==> src/rtl/baud_tick_gen.sv <==
module baud_tick_gen #(
  parameter int SDIV_W   = 16,
  parameter int BDIV_W   = 8,
  parameter int PRE_W    = 3,
  parameter int BDIV_MIN = 4,
  parameter int DEF_SDIV = 10,
  parameter int DEF_BDIV = 15
) (
  input  logic              clk,
  input  logic              rst_n,
  input  logic              ref_sel,
  input  logic              sdiv_we,
  input  logic [SDIV_W-1:0] sdiv_wdata,
  input  logic              bdiv_we,
  input  logic [BDIV_W-1:0] bdiv_wdata,
  output logic              sample_tick,
  output logic              baud_tick
);

  logic [SDIV_W-1:0] sdiv_q, scnt;
  logic [BDIV_W-1:0] bdiv_q, bcnt;
  logic [PRE_W-1:0]  pcnt;

  wire bdiv_ok = bdiv_we && (bdiv_wdata >= BDIV_W'(BDIV_MIN));
  wire restart = sdiv_we || bdiv_ok;
  wire ref_en  = ref_sel ? (&pcnt) : 1'b1;
  wire s_end   = (sdiv_q != '0) && ref_en && (scnt == sdiv_q - SDIV_W'(1));
  wire b_end   = s_end && (bcnt == bdiv_q);

  always_ff @(posedge clk or negedge rst_n) begin
    if (!rst_n) begin
      sdiv_q <= SDIV_W'(DEF_SDIV);
      bdiv_q <= BDIV_W'(DEF_BDIV);
    end else begin
      if (sdiv_we) sdiv_q <= sdiv_wdata;
      if (bdiv_ok) bdiv_q <= bdiv_wdata;
    end
  end

  always_ff @(posedge clk or negedge rst_n) begin
    if (!rst_n) begin
      pcnt        <= '0;
      scnt        <= '0;
      bcnt        <= '0;
      sample_tick <= 1'b0;
      baud_tick   <= 1'b0;
    end else if (restart) begin
      pcnt        <= '0;
      scnt        <= '0;
      bcnt        <= '0;
      sample_tick <= 1'b0;
      baud_tick   <= 1'b0;
    end else begin
      pcnt        <= pcnt + PRE_W'(1);
      sample_tick <= s_end;
      baud_tick   <= b_end;
      if (s_end) begin
        scnt <= '0;
        bcnt <= b_end ? '0 : bcnt + BDIV_W'(1);
      end else if (ref_en && sdiv_q != '0) begin
        scnt <= scnt + SDIV_W'(1);
      end
    end
  end

  AST_BAUD_ON_SAMPLE: assert property (@(posedge clk) disable iff (!rst_n)
    baud_tick |-> sample_tick);

  AST_BDIV_LEGAL: assert property (@(posedge clk) disable iff (!rst_n)
    bdiv_q >= BDIV_W'(BDIV_MIN));

  AST_REJECT_KEEPS: assert property (@(posedge clk) disable iff (!rst_n)
    (bdiv_we && !sdiv_we && bdiv_wdata < BDIV_W'(BDIV_MIN)) |=> $stable(bdiv_q));

  AST_ZERO_STOPS: assert property (@(posedge clk) disable iff (!rst_n)
    (sdiv_q == '0) |-> (!sample_tick && !baud_tick));

  AST_RESTART_QUIET: assert property (@(posedge clk) disable iff (!rst_n)
    (sdiv_we || bdiv_ok) |=> (!sample_tick && !baud_tick));

  AST_BAUD_ONE_CYCLE: assert property (@(posedge clk) disable iff (!rst_n)
    baud_tick |=> !baud_tick);

  AST_SAMPLE_ONE_CYCLE: assert property (@(posedge clk) disable iff (!rst_n)
    (sample_tick && sdiv_q > SDIV_W'(1)) |=> !sample_tick);

endmodule

==> config.mk <==
export PLATFORM = sky130hd
export DESIGN_NAME = baud_tick_gen
export DESIGN_NICKNAME = d
export VERILOG_FILES = /design/src/rtl/baud_tick_gen.sv
export SDC_FILE = /design/constraint.sdc
export NUM_CORES = 1
export LEC_CHECK = 0
export BUFFER_PORTS_ARGS = -buffer_cell sky130_fd_sc_hd__buf_2
export CORE_MARGIN = 5
export CORE_UTILIZATION = 25
export CTS_CLUSTER_SIZE = 28
export DETAILED_ROUTE_END_ITERATION = 8
export PLACE_DENSITY_LB_ADDON = 0.2
export SLEW_MARGIN = 10
export SYNTH_ARGS = -nofsm -noshare
export SYNTH_HDL_FRONTEND = slang
export SYNTH_SLANG_ARGS = --single-unit
==> constraint.sdc <==
create_clock -name clk -period 3.1 [get_ports clk]
set_input_delay 0.155 -clock clk [delete_from_list [all_inputs] [get_ports clk]]
set_output_delay 0.155 -clock clk [all_outputs]
set_load 0.005 [all_outputs]
==> metrics.csv, run 1 <==
stage,metric,value,unit
setup_path,crit_buf_inv,1,
power_and_ir_drop,switching_share,25.6,%
hold_path,holdCritPathClass,in -> reg,
clock_network,clk_latency,0.30,ns
detailed_routing,vias_per_cell,4.65,
global_route,grt_pass1_wl,12.7,mm
die,ios,31,
synthesis,yosysUniqueCellTypes,53,
synthesis,syn_avg_cell_area,9.70,um2
timing,max_slew_margin,53.3,%
power_and_ir_drop,combPwrFrac,14.6,%
timing,fmax,349,MHz
timing,tns,0,ns
power_and_ir_drop,p_switching,419,uW
setup_path,path_max_fanout,8,
die,die_y,122,um
run,drv_cap,0,
detailed_routing,first_pass_iters,4,
setup_path,crit_path_max_incr_delay,0.57,ns
timing,final_hold_viol_count,0,
timing,fin_crit,2.86,ns
detailed_routing,wirelength,7.65,mm
clock_network,cts_tree,yes,
timing,drv_slew,0,
global_route,grt_max_degree,31,
detailed_routing,vias,2475,
timing,rsz0062_at_grt,false,
setup_path,critPathSlowestCell,or4_4,
placed_design,dp_cells,523,
synthesis,yosysSeqAreaShare,42.4,%
power_and_ir_drop,peakVddDrop,0.239,mV
die,dieArea,0.0149,mm2
setup_path,criticalPathCategory,reg -> reg,
die,initial_core_util,25.2,%
timing,fin_skew,0.00584,ns
power_and_ir_drop,pwr-share-clk,38.3,%
die,die_x,122,um
global_route,grt_use_total,10.9,%
power_and_ir_drop,internal-power,1.22,mW
timing,fin_crit_sh,92.4,%
die,core.rowCount,41,
detailed_routing,drt_iter0_drc,144,
global_route,gr-total-overflow,0,
detailed_routing,antenna_left,0,
status,status,completed,
synthesis,syn_inst,324,
die,core_area,0.0125,mm2
clock_network,cts_sinks,53,
layout,fin_cells,532,
layout,n_fill_cell,1334,
setup_path,worstPathRequired,3.34,ns
timing,tightest_slew,0.700,ns
timing,setup_violations,0,
layout,post_route_cells_drive_above_1_share,21.7,%
detailed_routing,remaining_drc_errors,0,
synthesis,async_reset_ff_share,100,%
clock_network,post-cts-setup-buffers,0,
setup_path,critPathTopFamily,simple AND/OR/NAND/NOR gates,
clock_network,cts_buffers,5,
clock_network,cts_max_path_buffers,2,
synthesis,synth_nets,359,
synthesis,ys.flop_type,dfrtp_1,
synthesis,netlist_area,0.00314,mm2
setup_path,worstPathArrival,3.10,ns
clock_network,htreeDepth,2,
detailed_routing,wl_per_cell,14.4,um
setup_path,endpoint_kind,register,
global_route,antenna_found_initial,0,
layout,nets,394,
synthesis,synth_edf_count,0,
placed_design,place_hpwl,5.92,mm
synthesis,ys.warnings.count,0,
timing,fin_hold_ws,0.0618,ns
synthesis,yosysTopAreaCell,dfrtp_1,
global_route,grt_pass1_vias,2426,
setup_path,critPathLaunchType,register,
power_and_ir_drop,power.density,443,mW/mm2
clock_network,cts-root-buf,clkbuf_16,
layout,diodes,0,
power_and_ir_drop,power_frac_seq,47.0,%
power_and_ir_drop,cellLeakagePower,1.58,nW
placed_design,place.port_buffers,30,
synthesis,synth_top_cell_area_share,37.4,%
setup_path,cp_cell_sequence,inv_1 -> ha_1 -> nand2_1 -> o31ai_1 -> nand3_1 -> or4_4 -> nor4_4 -> and4bb_2 -> mux2_2,
synthesis,yosys-top-cells-area,"dfrtp_1, xor2_1, mux2_2, xnor2_1, dfstp_2",
placed_design,gp_congestion,0.807,
layout,area_delta_synth_final,17.4,%
synthesis,ys_ff_latch,53,
clock_network,clk_pin_slew_worst_paths,0.07,ns
power_and_ir_drop,finalPower,1.64,mW
## metrics by stage
step	utilization, %	area (um2)	setup WS (ns)
final	29.6	3690	0.236
after floorplan	-	3140	0.299
after detailed placement	28.2	3520	0.209
after global routing	29.6	3690	0.0188
after CTS	29.6	3690	0.172
after global placement	28.2	3520	0.270
## synthesized netlist by cell type, types with 3 or more instances
| master | instances |
|---|---|
| or4_1 | 4 |
| a21oi_1 | 6 |
| nor3_1 | 10 |
| xnor2_1 | 20 |
| and3_1 | 9 |
| clkbuf_1 | 8 |
| nand2_1 | 36 |
| nand4_1 | 6 |
| o21ai_0 | 5 |
| nor2b_1 | 10 |
| a31oi_1 | 3 |
| nor4_1 | 8 |
| xor2_1 | 24 |
| nor2_1 | 36 |
| dfstp_2 | 6 |
| a22o_1 | 4 |
| nand3_1 | 9 |
| buf_2 | 3 |
| dfrtp_1 | 47 |
| a32o_1 | 4 |
| ha_1 | 6 |
| inv_1 | 5 |
| mux2_2 | 17 |
## sequential cells by signal (all words and copies together) (netlist names)
name         count
sample_tick      1
bcnt             8
bdiv_q           8
pcnt             3
sdiv_q          16
baud_tick        1
scnt            16
## worst reg2reg max path, delay by kind of cell (launching register included)
kind                     cells  cell delay (ns)
AO/OA/AOI/OAI                1             0.30
flip-flops                   1             0.43
AND/OR/NAND/NOR              5             1.50
adder cells (fa/ha/maj)      1             0.27
multiplexers                 1             0.19
buffers and inverters        1             0.12
## logic make-up (layout without fill, tap and decap cells)
kind of cell | count (synthesis) | after routing | synth area share [%]
xor gates and xnor gates | 44 | 44 | 12.3
adders and majority gates | 6 | 6 | 2.39
muxes | 20 | 20 | 7.16
DFF | 53 | 53 | 42.4
buffers and inverters | 19 | 55 | 2.98
and+or+nand+nor | 145 | 145 | 24.1
AOI/OAI and AO/OA | 37 | 37 | 8.68
## metal layers
layer / share of wire [%] / GRT usage [%] / vias up / wire length (um)
met5: 0 / 0 / - / 0
met3: 4.5 / 2.09 / 6 / 341
li1: - / - / 1218 / -
met4: 1.5 / 3.36 / 0 / 115
met1: 51 / 15.7 / 1201 / 3930
met2: 43 / 16.4 / 50 / 3270
## repair_timing
action / in CTS / in global routing
endpoints found under the setup margin: 0 / 8
hold buffers: 1 / 0
resized for setup: 0 / 1
hold endpoints to repair: 29 / 0
## power groups by stage
stage,logic (mW),clock network [mW],registers (mW)
finish,0.239,0.628,0.770
global route,0.268,0.671,0.776
CTS,0.242,0.650,0.770
detailed placement,0.239,0,0.783
global placement,0.239,0,0.783
floorplan,0.160,0,0.770
## cell usage in the layout, fill, tap and decap left out, types with 8 or more instances in the layout
cell / count
dfrtp_1: 47
nor2b_1: 10
nor4_1: 8
mux2_2: 17
nor2_1: 36
xnor2_1: 20
nor3_1: 10
nand2_1: 36
and3_1: 9
xor2_1: 24
buf_4: 11
buf_2: 30
nand3_1: 9
## layout make-up
cell class	instances	area, um2	area share (%)
Clock buffer	6	129	3.49
Clock inverter	2	35.0	0.949
Inverter	5	18.8	0.508
Multi-Input combinational cell	252	1720	46.5
Sequential cell	53	1330	36.1
Tap cell	172	215	5.83
Timing Repair Buffer	42	243	6.58
## worst paths after layout
| path | slack (ns) | startpoint | cells past startpoint | endpoint |
|---|---|---|---|---|
| worst max-delay path | 0.24 | sdiv_q[0] | 9 | bcnt[0] |
| worst min-delay path | 0.06 | bdiv_wdata[3] | 3 | bdiv_q[3] |
| worst max register to register | 0.24 | sdiv_q[0] | 9 | bcnt[0] |
| worst min register to register | 0.44 | pcnt[0] | 1 | pcnt[0] |
| max in group asynchronous | 1.83 | rst_n | 3 | sdiv_q[3] |
| min in group asynchronous | 0.43 | rst_n | 2 | sdiv_q[15] |
No activity file was read; power rests on OpenSTA's default activity.
==> inputs of run 2 (changes only) <==
==> constraint.sdc (replaced) <==
create_clock -name clk -period 3.1 [get_ports clk]
set_input_delay 0.465 -clock clk [delete_from_list [all_inputs] [get_ports clk]]
set_output_delay 0.465 -clock clk [all_outputs]
set_load 0.005 [all_outputs]
==> metrics.csv, run 2 (synthesized netlist as in run 1, its figures left out) <==
stage,metric,value,unit,change
power_and_ir_drop,combPwrFrac,14.3,%,-0.3 points
timing,tns,0,ns,unchanged
timing,fmax,343,MHz,-1.9%
die,die_y,122,um,unchanged
setup_path,worstPathRequired,3.33,ns,about the same
clock_network,clk_latency,0.29,ns,about the same
power_and_ir_drop,power.density,447,mW/mm2,+0.86%
timing,rsz0062_at_grt,false,,
placed_design,place.port_buffers,30,,unchanged
power_and_ir_drop,power_frac_seq,46.6,%,-0.4 points
power_and_ir_drop,finalPower,1.65,mW,+0.93%
detailed_routing,top_layer,met4,,
die,die_x,122,um,unchanged
setup_path,crit_buf_inv,1,,unchanged
clock_network,cts_resized,0,,unchanged
layout,finalInstanceArea,0.00369,mm2,about the same
placed_design,dpl-instance-area,0.00352,mm2,unchanged
placed_design,dp_cells,523,,unchanged
detailed_routing,first_pass_iters,6,,+2
clock_network,cts-root-buf,clkbuf_16,,
placed_design,dp_slack,0.236,ns,+0.0267 ns
setup_path,crit_path_max_incr_delay,0.56,ns,about the same
clock_network,cts_tree,yes,,
detailed_routing,dr_wl_met3,320,um,-6.2%
layout,nets,393,,-0.25%
power_and_ir_drop,peakVddDrop,0.225,mV,-5.5%
die,core_area,0.0125,mm2,unchanged
clock_network,cts.hold.buffers_added,0,,-1
clock_network,cts_buffers,5,,unchanged
layout,area_delta_synth_final,17.5,%,about the same
layout,largest_registers,"scnt: 16 flops, sdiv_q: 16 flops",,
timing,setup_slack,0.181,ns,-0.0546 ns
global_route,grt_max_degree,54,,+74%
layout,diodes,0,,unchanged
die,initial_core_util,25.2,%,unchanged
global_route,grt_use_total,10.6,%,-0.30 points
setup_path,criticalPathCategory,reg -> reg,,
power_and_ir_drop,p_switching,412,uW,-1.8%
detailed_routing,vias,2442,,-1.3%
die,ios,31,,unchanged
timing,tightest_slew,0.678,ns,-0.0222 ns
detailed_routing,antenna_left,0,,unchanged
clock_network,clk_pin_slew_worst_paths,0.07,ns,about the same
clock_network,post-cts-setup-buffers,0,,unchanged
layout,final_util,29.6,%,about the same
layout,n_fill_cell,1322,,-0.90%
detailed_routing,drt_iter0_drc,134,,-6.9%
global_route,antenna_found_initial,0,,unchanged
detailed_routing,wl_met1,3.81,mm,-3.0%
detailed_routing,vias_per_cell,4.60,,-1.1%
timing,fin_crit,2.92,ns,+0.0546 ns
detailed_routing,remaining_drc_errors,0,,unchanged
setup_path,critPathLaunchType,register,,
run,drv_cap,0,,unchanged
global_route,gr-total-overflow,0,,unchanged
clock_network,htreeDepth,2,,unchanged
placed_design,gp_congestion,0.806,,-0.15%
clock_network,cts_sinks,53,,unchanged
power_and_ir_drop,switching_share,24.9,%,-0.69 points
timing,fin_crit_sh,94.2,%,+1.8 points
setup_path,path_max_fanout,8,,unchanged
die,core.rowCount,41,,unchanged
power_and_ir_drop,internal-power,1.24,mW,+1.9%
hold_path,holdCritPathClass,in -> async,,
setup_path,critPathTopFamily,simple AND/OR/NAND/NOR gates,,
status,status,completed,,
layout,final_common_cell,dfrtp_1,,
timing,max_slew_margin,54.8,%,+1.5 points
setup_path,cp_cell_sequence,inv_1 -> ha_1 -> xnor2_1 -> nor2_1 -> nand3_1 -> or4_4 -> nor4_4 -> and4bb_1 -> mux2_2,,
global_route,grt_pass1_vias,2374,,-2.1%
layout,post_route_cells_drive_above_1_share,21.7,%,+0.060 points
layout,final_cell_mix,"dfrtp_1, nor2_1, nand2_1",,
setup_path,endpoint_kind,register,,
timing,setup_violations,0,,unchanged
power_and_ir_drop,pwr-share-clk,39.1,%,+0.8 points
die,dieArea,0.0149,mm2,unchanged
detailed_routing,wirelength,7.52,mm,-1.8%
layout,fin_cells,531,,-0.19%
timing,final_hold_viol_count,0,,unchanged
global_route,grt_pass1_wl,12.5,mm,-1.4%
setup_path,critPathSlowestCell,dfstp_2,,
detailed_routing,route.met2.wl,3.34,mm,+2.3%
timing,fin_hold_ws,0.303,ns,+0.241 ns
timing,drv_slew,0,,unchanged
placed_design,place_hpwl,5.74,mm,-3.1%
setup_path,worstPathArrival,3.15,ns,+0.05 ns
timing,fin_skew,0.00997,ns,+0.00413 ns
detailed_routing,wl_per_cell,14.2,um,-1.6%
power_and_ir_drop,cellLeakagePower,1.58,nW,+0.11%
clock_network,cts_max_path_buffers,2,,unchanged
run 2: area by class of cell:
class / count / area [um2] / share of cell area [%]
Tap cell: 172 / 215 / 5.83
Multi-Input combinational cell: 252 / 1720 / 46.6
Clock buffer: 7 / 143 / 3.86
Inverter: 5 / 18.8 / 0.508
Clock inverter: 1 / 30.0 / 0.813
Timing Repair Buffer: 41 / 233 / 6.30
Sequential cell: 53 / 1330 / 36.1
run 2: path summary, 6_finish.rpt:
check                                    from          end  slack (ns)  cells past startpoint
worst max-delay path                sdiv_q[1]      bcnt[0]        0.18                      9
worst min-delay path                    rst_n    bdiv_q[7]        0.30                      2
worst max register to register      sdiv_q[1]      bcnt[0]        0.18                      9
min in group clk                bdiv_wdata[3]    bdiv_q[3]        0.37                      3
max in group asynchronous               rst_n  sample_tick        2.36                      2
worst min register to register        pcnt[0]      pcnt[0]        0.44                      1
run 2: layer usage:
layer	up-vias	track usage, %
li1	1214	-
met4	0	1.89
met2	46	16.3
met1	1180	15.7
met3	2	1.67
met5	-	0
run 2: power by group through the flow:
| stage | combinational [mW] | sequential, mW | clock, mW |
|---|---|---|---|
| after floorplan | 0.160 | 0.770 | 0 |
| after global placement | 0.238 | 0.782 | 0 |
| after detailed placement | 0.239 | 0.783 | 0 |
| after CTS | 0.240 | 0.770 | 0.666 |
| after global routing | 0.265 | 0.777 | 0.690 |
| final | 0.237 | 0.770 | 0.645 |
run 2: worst register-to-register path, cell delays in order (launching register included):
cell and delay (ns):
dfstp_2 0.56, inv_1 0.08, ha_1 0.29, xnor2_1 0.13, nor2_1 0.14, nand3_1 0.10
or4_4 0.56, nor4_4 0.37, and4bb_1 0.44, mux2_2 0.21
==> inputs of run 3 (changes only) <==
==> constraint.sdc (replaced) <==
create_clock -name clk -period 3.1 [get_ports clk]
set_input_delay 0 -clock clk [delete_from_list [all_inputs] [get_ports clk]]
set_output_delay 0 -clock clk [all_outputs]
set_load 0.005 [all_outputs]
==> metrics.csv, run 3 (synthesized netlist as in run 1, its figures left out) <==
stage,metric,value,unit,change
global_route,grt_pass1_vias,2508,,+5.6%
die,die_x,122,um,unchanged
detailed_routing,wirelength,7.99,mm,+6.4%
detailed_routing,drt_iter0_drc,162,,+21%
layout,n_fill_cell,1293,,-2.2%
placed_design,dpl-instance-area,0.00352,mm2,unchanged
timing,max_slew_margin,59.7,%,+4.9 points
timing,final_hold_viol_count,0,,unchanged
clock_network,cts_tree,yes,,
setup_path,critPathSlowestCell,or4_1,,
status,status,completed,,
timing,fmax,340,MHz,-0.64%
hold_path,holdCritPathClass,in -> reg,,
layout,finalInstanceArea,0.00396,mm2,+7.1%
layout,fin_cells,560,,+5.5%
global_route,grt_pass1_wl,13.0,mm,+4.1%
global_route,gr-total-overflow,0,,unchanged
power_and_ir_drop,cellLeakagePower,1.68,nW,+6.3%
setup_path,worstPathRequired,3.34,ns,about the same
layout,final_cell_mix,"dfrtp_1, nor2_1, nand2_1",,
setup_path,path_max_fanout,8,,unchanged
setup_path,critPathLaunchType,register,,
timing,fin_crit,2.94,ns,+0.0187 ns
placed_design,dp_cells,523,,unchanged
layout,largest_registers,"scnt: 16 flops, sdiv_q: 16 flops",,
layout,final_common_cell,dfrtp_1,,
setup_path,critPathTopFamily,simple AND/OR/NAND/NOR gates,,
setup_path,criticalPathCategory,reg -> reg,,
power_and_ir_drop,peakVddDrop,0.213,mV,-5.7%
die,initial_core_util,25.2,%,unchanged
setup_path,endpoint_kind,register,,
clock_network,cts_max_path_buffers,2,,unchanged
die,die_y,122,um,unchanged
die,core_area,0.0125,mm2,unchanged
timing,fin_skew,0.00771,ns,-0.00225 ns
clock_network,clk_pin_slew_worst_paths,0.07,ns,about the same
setup_path,cp_cell_sequence,or4_1 -> or4_1 -> a21oi_1 -> nor3_1 -> a21oi_1 -> mux2_2,,
detailed_routing,vias,2609,,+6.8%
timing,drv_slew,0,,unchanged
clock_network,cts-root-buf,clkbuf_16,,
detailed_routing,first_pass_iters,4,,-2
setup_path,crit_path_max_incr_delay,0.69,ns,+0.13 ns
layout,post_route_cells_drive_above_1_share,20.4,%,-1.4 points
clock_network,cts_sinks,53,,unchanged
detailed_routing,remaining_drc_errors,0,,unchanged
layout,multiInputGateArea,0.00173,mm2,+0.29%
timing,tightest_slew,0.604,ns,-0.0733 ns
layout,nets,422,,+7.4%
global_route,grt_use_total,11.2,%,+0.67 points
placed_design,gp_congestion,0.812,,+0.83%
global_route,grt_max_degree,33,,-39%
die,ios,31,,unchanged
clock_network,clk_latency,0.29,ns,about the same
timing,fin_crit_sh,94.8,%,+0.60 points
detailed_routing,antenna_left,0,,unchanged
run,drv_cap,0,,unchanged
detailed_routing,wl_per_cell,14.3,um,+0.85%
clock_network,htreeDepth,2,,unchanged
die,core.rowCount,41,,unchanged
placed_design,place_hpwl,5.88,mm,+2.4%
setup_path,crit_buf_inv,0,,-1
layout,diodes,0,,unchanged
layout,area_delta_synth_final,25.8,%,
detailed_routing,vias_per_cell,4.66,,+1.3%
power_and_ir_drop,power.density,400,mW/mm2,-10%
global_route,antenna_found_initial,0,,unchanged
timing,fin_hold_ws,0.00718,ns,-0.296 ns
clock_network,cts_buffers,5,,unchanged
layout,seq_area,0.00133,mm2,unchanged
die,dieArea,0.0149,mm2,unchanged
setup_path,worstPathArrival,3.17,ns,+0.02 ns
timing,setup_violations,0,,unchanged
placed_design,place.port_buffers,30,,unchanged
[run 3: cell types whose count changed in the layout (fill, tap and decap cells not counted), sizes merged]
cell	before	now
bufinv	1	0
clkbuf	7	6
clkinv	0	2
dlygate4sd3	0	29
[run 3: final timing paths]
check	startpoint	to	slack, ns	cells after the start
min reg2reg	pcnt[0]	pcnt[0]	0.44	1
max in group asynchronous	rst_n	sdiv_q[1]	2.05	3
max reg2reg	sdiv_q[4]	bcnt[0]	0.16	6
min	bdiv_we	bdiv_q[4]	0.007	3
max	sdiv_q[4]	bcnt[0]	0.16	6
min in group asynchronous	rst_n	scnt[15]	0.23	2
[run 3: layout make-up]
class | count | share of cell area (%)
multi-input combinational | 252 | 43.6
clock buffer | 6 | 3.26
sequential | 53 | 33.7
timing repair buffer | 70 | 13.2
clock inverter | 2 | 0.253
tap | 172 | 5.44
inverter | 5 | 0.475
[run 3: report_power, final]
group          total, mW  switching (mW)  leakage [nW]  internal [mW]
Sequential         0.769          0.0391         0.679          0.730
Combinational      0.269           0.138         0.926          0.131
Clock              0.545           0.248        0.0706          0.297
[run 3: stage by stage]
stage / power, mW / utilization [%] / worst slack, ns / setup TNS [ns]
global placement: 1.02 / 28.2 / 0.266 / 0
detailed placement: 1.02 / 28.2 / 0.223 / 0
global route: 1.67 / 31.7 / -0.0117 / -0.0142
finish: 1.58 / 31.7 / 0.163 / 0
CTS: 1.61 / 31.7 / 0.206 / 0
floorplan: 0.929 / - / 0.299 / 0
[run 3: repair_timing]
action,CTS,global route
resized for setup,0,3
endpoints found under the hold margin,45,0
hold buffers,29,0
setup buffers,0,0
endpoints found under the setup margin,0,11
[run 3: worst register-to-register path, delay by kind of cell, from the launching register on]
family	cells	cell delay (ns)
DFF	1	0.44
muxes	1	0.23
and+or+nand+nor	3	1.33
AOI/OAI and AO/OA	2	0.89
[run 3: routing by layer]
layer | vias up | global-route usage, % | wire, um
li1 | 1273 | - | -
met1 | 1256 | 16.2 | 3960
met2 | 70 | 17.1 | 3500
met3 | 10 | 1.86 | 382
met4 | 0 | 3.57 | 156
met5 | - | 0 | 0
